### src/rtl/sonet_align_pkg.sv
package sonet_align_pkg;

    localparam int unsigned BYTE_W = 8;
    localparam int unsigned CNT_W  = $clog2(BYTE_W);

    typedef enum logic {
        ST_HUNT = 1'b0,
        ST_LOCK = 1'b1
    } align_st_e;

    typedef struct packed {
        logic [BYTE_W-1:0] data;
        logic              vld;
        logic              fsync;
    } byte_out_t;

    function automatic logic [CNT_W-1:0] last_bit_idx();
        return CNT_W'(BYTE_W - 1);
    endfunction

endpackage

### src/rtl/sfa_pattern_detector.sv
module sfa_pattern_detector
    import sonet_align_pkg::*;
#(
    parameter int unsigned     A1_CNT  = 3,
    parameter int unsigned     A2_CNT  = 3,
    parameter logic [BYTE_W-1:0] A1_CODE = 8'hF6,
    parameter logic [BYTE_W-1:0] A2_CODE = 8'h28
) (
    input  logic              clk,
    input  logic              rst,
    input  logic              sdata_i,
    output logic              hit_o,
    output logic [BYTE_W-1:0] window_o
);
    localparam int unsigned NBYTES = A1_CNT + A2_CNT;
    localparam int unsigned PAT_W  = NBYTES * BYTE_W;

    logic [PAT_W-1:0] shreg;
    logic [PAT_W-1:0] pattern;

    for (genvar g = 0; g < NBYTES; g++) begin : g_pat
        if (g < A1_CNT) begin : g_a1
            assign pattern[PAT_W-1-g*BYTE_W -: BYTE_W] = A1_CODE;
        end else begin : g_a2
            assign pattern[PAT_W-1-g*BYTE_W -: BYTE_W] = A2_CODE;
        end
    end

    always_ff @(posedge clk) begin
        if (rst) begin
            shreg <= '0;
        end else begin
            shreg <= {shreg[PAT_W-2:0], sdata_i};
        end
    end

    assign hit_o    = (shreg == pattern);
    assign window_o = {shreg[BYTE_W-2:0], sdata_i};

endmodule

### src/rtl/sfa_align_ctrl.sv
module sfa_align_ctrl
    import sonet_align_pkg::*;
(
    input  logic clk,
    input  logic rst,
    input  logic hit_i,
    input  logic oof_i,
    output logic locked_o,
    output logic tick_o,
    output logic first_o
);
    align_st_e        st;
    logic [CNT_W-1:0] bitcnt;
    logic             first_pend;

    always_ff @(posedge clk) begin
        if (rst) begin
            st         <= ST_HUNT;
            bitcnt     <= '0;
            first_pend <= 1'b0;
        end else if (oof_i) begin
            st         <= ST_HUNT;
            first_pend <= 1'b0;
        end else begin
            case (st)
                ST_HUNT: begin
                    if (hit_i) begin
                        st         <= ST_LOCK;
                        bitcnt     <= CNT_W'(1);
                        first_pend <= 1'b1;
                    end
                end
                default: begin
                    bitcnt <= bitcnt + CNT_W'(1);
                    if (tick_o) begin
                        first_pend <= 1'b0;
                    end
                end
            endcase
        end
    end

    assign locked_o = (st == ST_LOCK);
    assign tick_o   = locked_o && !oof_i && (bitcnt == last_bit_idx());
    assign first_o  = first_pend;

    AST_LOCK_ON_HIT: assert property (@(posedge clk) disable iff (rst)
        (!locked_o && hit_i && !oof_i) |=> locked_o);
    AST_OOF_REARM: assert property (@(posedge clk) disable iff (rst)
        oof_i |=> !locked_o);
    AST_LOCK_HOLDS: assert property (@(posedge clk) disable iff (rst)
        (locked_o && !oof_i) |=> locked_o);

endmodule

### src/rtl/sfa_byte_out.sv
module sfa_byte_out
    import sonet_align_pkg::*;
(
    input  logic              clk,
    input  logic              rst,
    input  logic              locked_i,
    input  logic              oof_i,
    input  logic              tick_i,
    input  logic              first_i,
    input  logic [BYTE_W-1:0] window_i,
    output byte_out_t         out_o
);
    always_ff @(posedge clk) begin
        if (rst) begin
            out_o <= '0;
        end else if (oof_i || !locked_i) begin
            out_o.vld   <= 1'b0;
            out_o.fsync <= 1'b0;
        end else if (tick_i) begin
            out_o.data  <= window_i;
            out_o.vld   <= 1'b1;
            out_o.fsync <= first_i;
        end else begin
            out_o.vld <= 1'b0;
        end
    end

    AST_VLD_NEEDS_LOCK: assert property (@(posedge clk) disable iff (rst)
        !locked_i |=> !out_o.vld);
    AST_VLD_ONE_CYCLE: assert property (@(posedge clk) disable iff (rst)
        out_o.vld |=> !out_o.vld);
    AST_FSYNC_STARTS_ON_BYTE: assert property (@(posedge clk) disable iff (rst)
        $rose(out_o.fsync) |-> out_o.vld);
    AST_OOF_SILENCES: assert property (@(posedge clk) disable iff (rst)
        oof_i |=> (!out_o.vld && !out_o.fsync));

endmodule

### src/rtl/sonet_frame_aligner.sv
module sonet_frame_aligner
    import sonet_align_pkg::*;
#(
    parameter int unsigned     A1_CNT  = 3,
    parameter int unsigned     A2_CNT  = 3,
    parameter logic [BYTE_W-1:0] A1_CODE = 8'hF6,
    parameter logic [BYTE_W-1:0] A2_CODE = 8'h28
) (
    input  logic              clk,
    input  logic              rst,
    input  logic              sdata_i,
    input  logic              oof_i,
    output logic [BYTE_W-1:0] byte_o,
    output logic              byte_vld_o,
    output logic              fsync_o
);
    logic              hit;
    logic [BYTE_W-1:0] window;
    logic              locked;
    logic              tick;
    logic              first;
    byte_out_t         bout;

    sfa_pattern_detector #(
        .A1_CNT (A1_CNT),
        .A2_CNT (A2_CNT),
        .A1_CODE(A1_CODE),
        .A2_CODE(A2_CODE)
    ) i_det (
        .clk     (clk),
        .rst     (rst),
        .sdata_i (sdata_i),
        .hit_o   (hit),
        .window_o(window)
    );

    sfa_align_ctrl i_ctrl (
        .clk     (clk),
        .rst     (rst),
        .hit_i   (hit),
        .oof_i   (oof_i),
        .locked_o(locked),
        .tick_o  (tick),
        .first_o (first)
    );

    sfa_byte_out i_out (
        .clk     (clk),
        .rst     (rst),
        .locked_i(locked),
        .oof_i   (oof_i),
        .tick_i  (tick),
        .first_i (first),
        .window_i(window),
        .out_o   (bout)
    );

    assign byte_o     = bout.data;
    assign byte_vld_o = bout.vld;
    assign fsync_o    = bout.fsync;

    AST_RESET_QUIET: assert property (@(posedge clk)
        rst |=> (!byte_vld_o && !fsync_o && byte_o == '0));

endmodule

### config.mk
export PLATFORM = sky130hd
export DESIGN_NAME = sonet_frame_aligner
export DESIGN_NICKNAME = d
export VERILOG_FILES = /design/src/rtl/sonet_align_pkg.sv /design/src/rtl/sfa_pattern_detector.sv /design/src/rtl/sfa_align_ctrl.sv /design/src/rtl/sfa_byte_out.sv /design/src/rtl/sonet_frame_aligner.sv
export SDC_FILE = /design/constraint.sdc
export NUM_CORES = 1
export LEC_CHECK = 0
export ABC_CLOCK_PERIOD_IN_PS = 2000
export BUFFER_PORTS_ARGS = -buffer_cell sky130_fd_sc_hd__buf_2
export CORE_MARGIN = 4
export CORE_UTILIZATION = 52
export CTS_CLUSTER_DIAMETER = 60
export DETAILED_ROUTE_END_ITERATION = 16
export PLACE_DENSITY = 0.71
export SLEW_MARGIN = 20
export SYNTH_ARGS = -nofsm -noshare
export SYNTH_HDL_FRONTEND = slang
export SYNTH_SLANG_ARGS = --single-unit
### constraint.sdc
create_clock -name clk -period 2 [get_ports clk]
set_input_delay 0.4 -clock clk [delete_from_list [all_inputs] [get_ports clk]]
set_output_delay 0.4 -clock clk [all_outputs]
set_load 0.05 [all_outputs]
# Yosys cells after proc, flatten, opt, wreduce, memory -nomap -nowiden
# Index checks and enable logic that the tools add are counted.
[word_totals]
regBits = 63
in_bits = 4
output_inout_bits = 10
elab_cells = 32
[classes]
add_sub_neg = 1
eq_ne = 3
n_mux = 8
bitwise_logic = 2
reduce_logical = 11
[ops]
columns = ["cell", "n"]
rows = [
  ["48-bit equality test, second input constant", 1],
  ["1-bit two-way mux", 6],
  ["3-bit two-way mux", 2],
  ["2-bit AND reduction", 3],
  ["2-bit OR reduction", 2],
  ["3-bit by 1-bit adder with 3-bit output, second input constant", 1],
  ["3-bit equality test, second input constant", 1],
  ["1-bit logical AND", 2],
  ["1-bit zero test", 2],
  ["2-bit by 1-bit inequality test with 1-bit output, second input constant", 1],
  ["1-bit inverter", 2],
  ["2-bit nonzero test", 1],
  ["1-bit logical OR", 1],
]

# Longest topological paths before layout
[depth]
depth_word = 5
mapped_depth = 5

# Cells and area by module
# From an unflattened synthesis, not the netlist that was laid out.
[hier_totals]
hier_cells = 190
area_unflattened_um2 = 2173.3
[modules_own_cells]
columns = ["module", "n_inst", "cells_each", "area_per_inst_um2", "seq_area_each_um2"]
rows = [
  ["sfa_pattern_detector", 1, 125, 1492.7, 960.9],
  ["sfa_byte_out", 1, 40, 442.9, 200.2],
  ["sfa_align_ctrl", 1, 25, 237.7, 100.1],
]

# Worst setup path before layout
# OpenSTA, ideal clock, no wires.
[synth_timing]
path_kind = "register to register"
start = "register i_det.shreg[43]"
end = "register i_ctrl.bitcnt[2]"
t_arrival_ns = 1.559
required_ns = 1.884
slack_ns = 0.326
stages_incl_launch_ff = 5
path_buffers = 0
cell_sequence = "dfxtp_1 nand4bb_1 or4_1 or3_4 a31o_1"
[synth_between]
elab_chain_len = 3
[synth_rtl]
columns = ["element", "line", "text"]
rows = [
  ["start: declaration", "sfa_pattern_detector.sv:18", "logic [PAT_W-1:0] shreg;"],
  ["start signal: assignment", "sfa_pattern_detector.sv:33", "shreg <= {shreg[PAT_W-2:0], sdata_i};"],
  ["48-bit equality test", "sfa_pattern_detector.sv:37", "assign hit_o = (shreg == pattern);"],
  ["2-bit nonzero test (no source line)", "n/a", ""],
  ["2-bit AND reduction (no source line)", "n/a", ""],
  ["end signal: assignment", "sfa_align_ctrl.sv:34", "bitcnt <= bitcnt + CNT_W'(1);"],
  ["end: declaration", "sfa_align_ctrl.sv:13", "logic [CNT_W-1:0] bitcnt;"],
]
# Every way passes these cells.
# A chain may end at the register's enable or synchronous reset.

# Final worst setup path
[layout_timing]
start = "register i_det.shreg[43]"
end = "register i_ctrl.bitcnt[1]"
# The elaborated chain is that of the path after synthesis.

==> impl_metrics.toml <==
[cts]
cts_num_sinks = 63
cts-root-buf = "clkbuf_8"
holdBufCountCts = 0
h-tree-depth = 3
ctsResizeCount = 0
clkTransAtPathRegs_ns = 0.06
numCtsBuffers = 9
clockBufferDepth = 2
post_cts_buffers = 0
cts_tree = "done"
worstSkewPairLatency_ns = 0.33

[yosys]
yosysMostFrequentCell = "dfxtp_1"
ys_types = 26
synthesis.nets = 189
synthCells = 183
syn_avg_cell_area_um2 = 10.99
yosys-top-cells-area = "dfxtp_1, nor2b_1, a21oi_1"
async_flop_share = 0
yosysTopAreaCell = "dfxtp_1"
syn_area_um2 = 2011
synth_top_area_frac = 0.6273
synthFlopType = "dfxtp_1"
yosysWarningCount = 0
ys_top_cells_by_count = "dfxtp_1, nor2b_1, nand2_1"
synth-seq-cells = 63
ys_seq_area_frac = 0.6273
synth_edf_count = 0

[timing]
finalSetupTns_ns = 0
period_share = 0.8987
rsz0062_at_grt = "false"
maxSlewHeadroom = 0.6280
max_freq_ghz = 0.5564
hold_violations = 0
final_max_slew_viol_count = 0
min_period_ns = 1.797
fin_skew_ns = 0.005830
setup_violations = 0
tightest_slew_ns = 0.5580

[critical_path]
worst_ep_arrival_time_ns = 2.02
path_cells = "nand4bb_1, or4_1, or3_4, a31o_1"
path_max_fanout = 5
ff2ff_path_depth = 4
worst_path_max_delay_cell = "or4_1"
start_kind = "register"
timing.rr.start = "i_det.shreg[43]$_SDFF_PP0_"
r2r_slack_ns = 0.20
cp.required_ns = 2.22
startpoint = "i_det.shreg[43]$_SDFF_PP0_"
critical_path_class = "register to register"
critPathCaptureType = "register"
max_stage_delay_ns = 0.54
r2r_end = "i_ctrl.bitcnt[1]$_SDFFE_PP0P_"

[drt]
vias = 1283
vias_per_cell = 5.071
drc_errors = 0
drt-initial-drc-count = 58
wl_um = 3329
final_antenna_net_count = 0
first_pass_iters = 4
wl_per_cell_um = 13.16

[placement]
placedCellCount = 237
io_buffers = 13
gp_congestion = 0.7299
place_hpwl_um = 2253

[hold_path]
worstHoldPathType = "primary input to register"
worstHoldStart = "sdata_i"
min_delay_path_depth = 2
hold_path_end = "i_det.shreg[0]$_SDFF_PP0_"

[global_route]
grt_max_degree = 35
overflow = 0
grt_pass1_wl_um = 6023
antenna_found_initial = 0
track_usage = 0.1570
first_global_vias = 1329

[final_layout]
fin_cells = 253
antennaDiodeCount = 0
drive_gt1_frac = 0.1561
syn_to_final_growth_pct = 17.05
nNetsFinal = 206
final_util = 0.6381
fillCellCount = 285

[floorplanning]
initial_utilization = 0.5451
die_height_um = 70.18
num_rows = 22
ioPinCount = 14
die_width_um = 70.18
dieArea_um2 = 4925
coreArea_um2 = 3689

[status]
status = "complete, no violations"

[power]
irDropWorstVdd_v = 0.0006241
leakagePower_uw = 0.0009059
total_power_uw = 2503
p_per_area_nw_per_um2 = 1064

[flow_run]
cap_violations = 0
[worst max-delay path: cells and delay by family (launching register included)]
| family | cells | cell delay, ns |
|---|---|---|
| simple gates | 3 | 1.14 |
| flops | 1 | 0.32 |
| compound gates | 1 | 0.23 |
[sequential cells by signal, summed over array words and instances (netlist names)]
| signal | count |
|---|---|
| i_out.out_o | 10 |
| i_ctrl.first_o | 1 |
| i_ctrl.bitcnt | 3 |
| i_det.shreg | 48 |
| i_ctrl.locked_o | 1 |
[per-stage QoR]
stage	instance area [µm²]	worst slack, ns	hold WS (ns)
4_1_cts	2354	0.1953	0.3271
3_3_place_gp	2130	0.2793	0.4397
6_report	2354	0.2027	0.3349
5_1_grt	2354	0.1708	0.3092
3_5_place_dp	2130	0.2232	0.4491
2_1_floorplan	2011	0.3258	0.4286
[power breakdown]
| group | switching (µW) | internal (µW) |
|---|---|---|
| clock network | 440 | 769 |
| registers | 2.62 | 1260 |
| logic | 24.0 | 10.3 |
| total | 466 | 2040 |
[cell families after synthesis]
logic type / after synthesis / synth area share
adders and majority gates: 2 / 0.01244
muxes: 2 / 0.01058
DFF: 63 / 0.6273
buffers and inverters: 10 / 0.01867
AOI/OAI and AO/OA: 15 / 0.05290
and+or+nand+nor: 91 / 0.2782
[cell type report]
cell class,instances,area [µm²],share of cell area
sequential,63,1261,0.5359
tap,48,60.06,0.02552
clock buffer,13,158.9,0.06752
timing repair buffer,15,92.59,0.03934
multi-input combinational,110,711.9,0.3025
clock inverter,3,65.06,0.02764
inverter,1,3.754,0.001595
[cell usage in the layout, fill, tap and decap left out]
cell,synthesis,final
dfxtp_1,63,63
nor2b_1,49,49
buf_2,0,13
clkbuf_8,0,11
nand2_1,10,10
nand3_1,9,9
a21oi_1,9,9
nor2_1,4,4
nand4_1,4,4
nor4_1,3,3
nor4bb_1,3,3
nor4b_1,2,2
nand4bb_1,2,2
a31o_1,2,2
ha_1,2,2
bufinv_16,0,2
clkbuf_1,9,2
or4_1,1,1
and4_1,1,1
or3_4,1,1
a22oi_1,1,1
mux2_1,1,1
a211oi_2,1,1
inv_1,1,1
mux2i_1,1,1
and3_1,1,1
nand3b_1,1,1
o41ai_2,1,1
a21boi_1,1,1
clkinv_2,0,1
buf_4,0,1
buf_12,0,1
[worst max-delay path by stage]
stage                               endpoint  slack, ns  cells past startpoint
2_1_floorplan  i_ctrl.bitcnt[2]$_SDFFE_PP0P_       0.33                      4
6_report       i_ctrl.bitcnt[1]$_SDFFE_PP0P_       0.20                      4
3_5_place_dp   i_ctrl.bitcnt[1]$_SDFFE_PP0P_       0.22                      4
4_1_cts        i_ctrl.bitcnt[2]$_SDFFE_PP0P_       0.20                      4
3_3_place_gp   i_ctrl.bitcnt[2]$_SDFFE_PP0P_       0.28                      4
5_1_grt        i_ctrl.bitcnt[1]$_SDFFE_PP0P_       0.17                      4
[per-layer routing]
layer,track usage,vias to the layer above,share of wire,routed length [µm]
met3,0.07482,9,0.064,212
li1,-,651,-,-
met4,0.07660,0,0.023,76
met5,0,-,0,0
met2,0.2413,34,0.45,1499
met1,0.1827,589,0.46,1540
(Power assumes the default switching activity.)
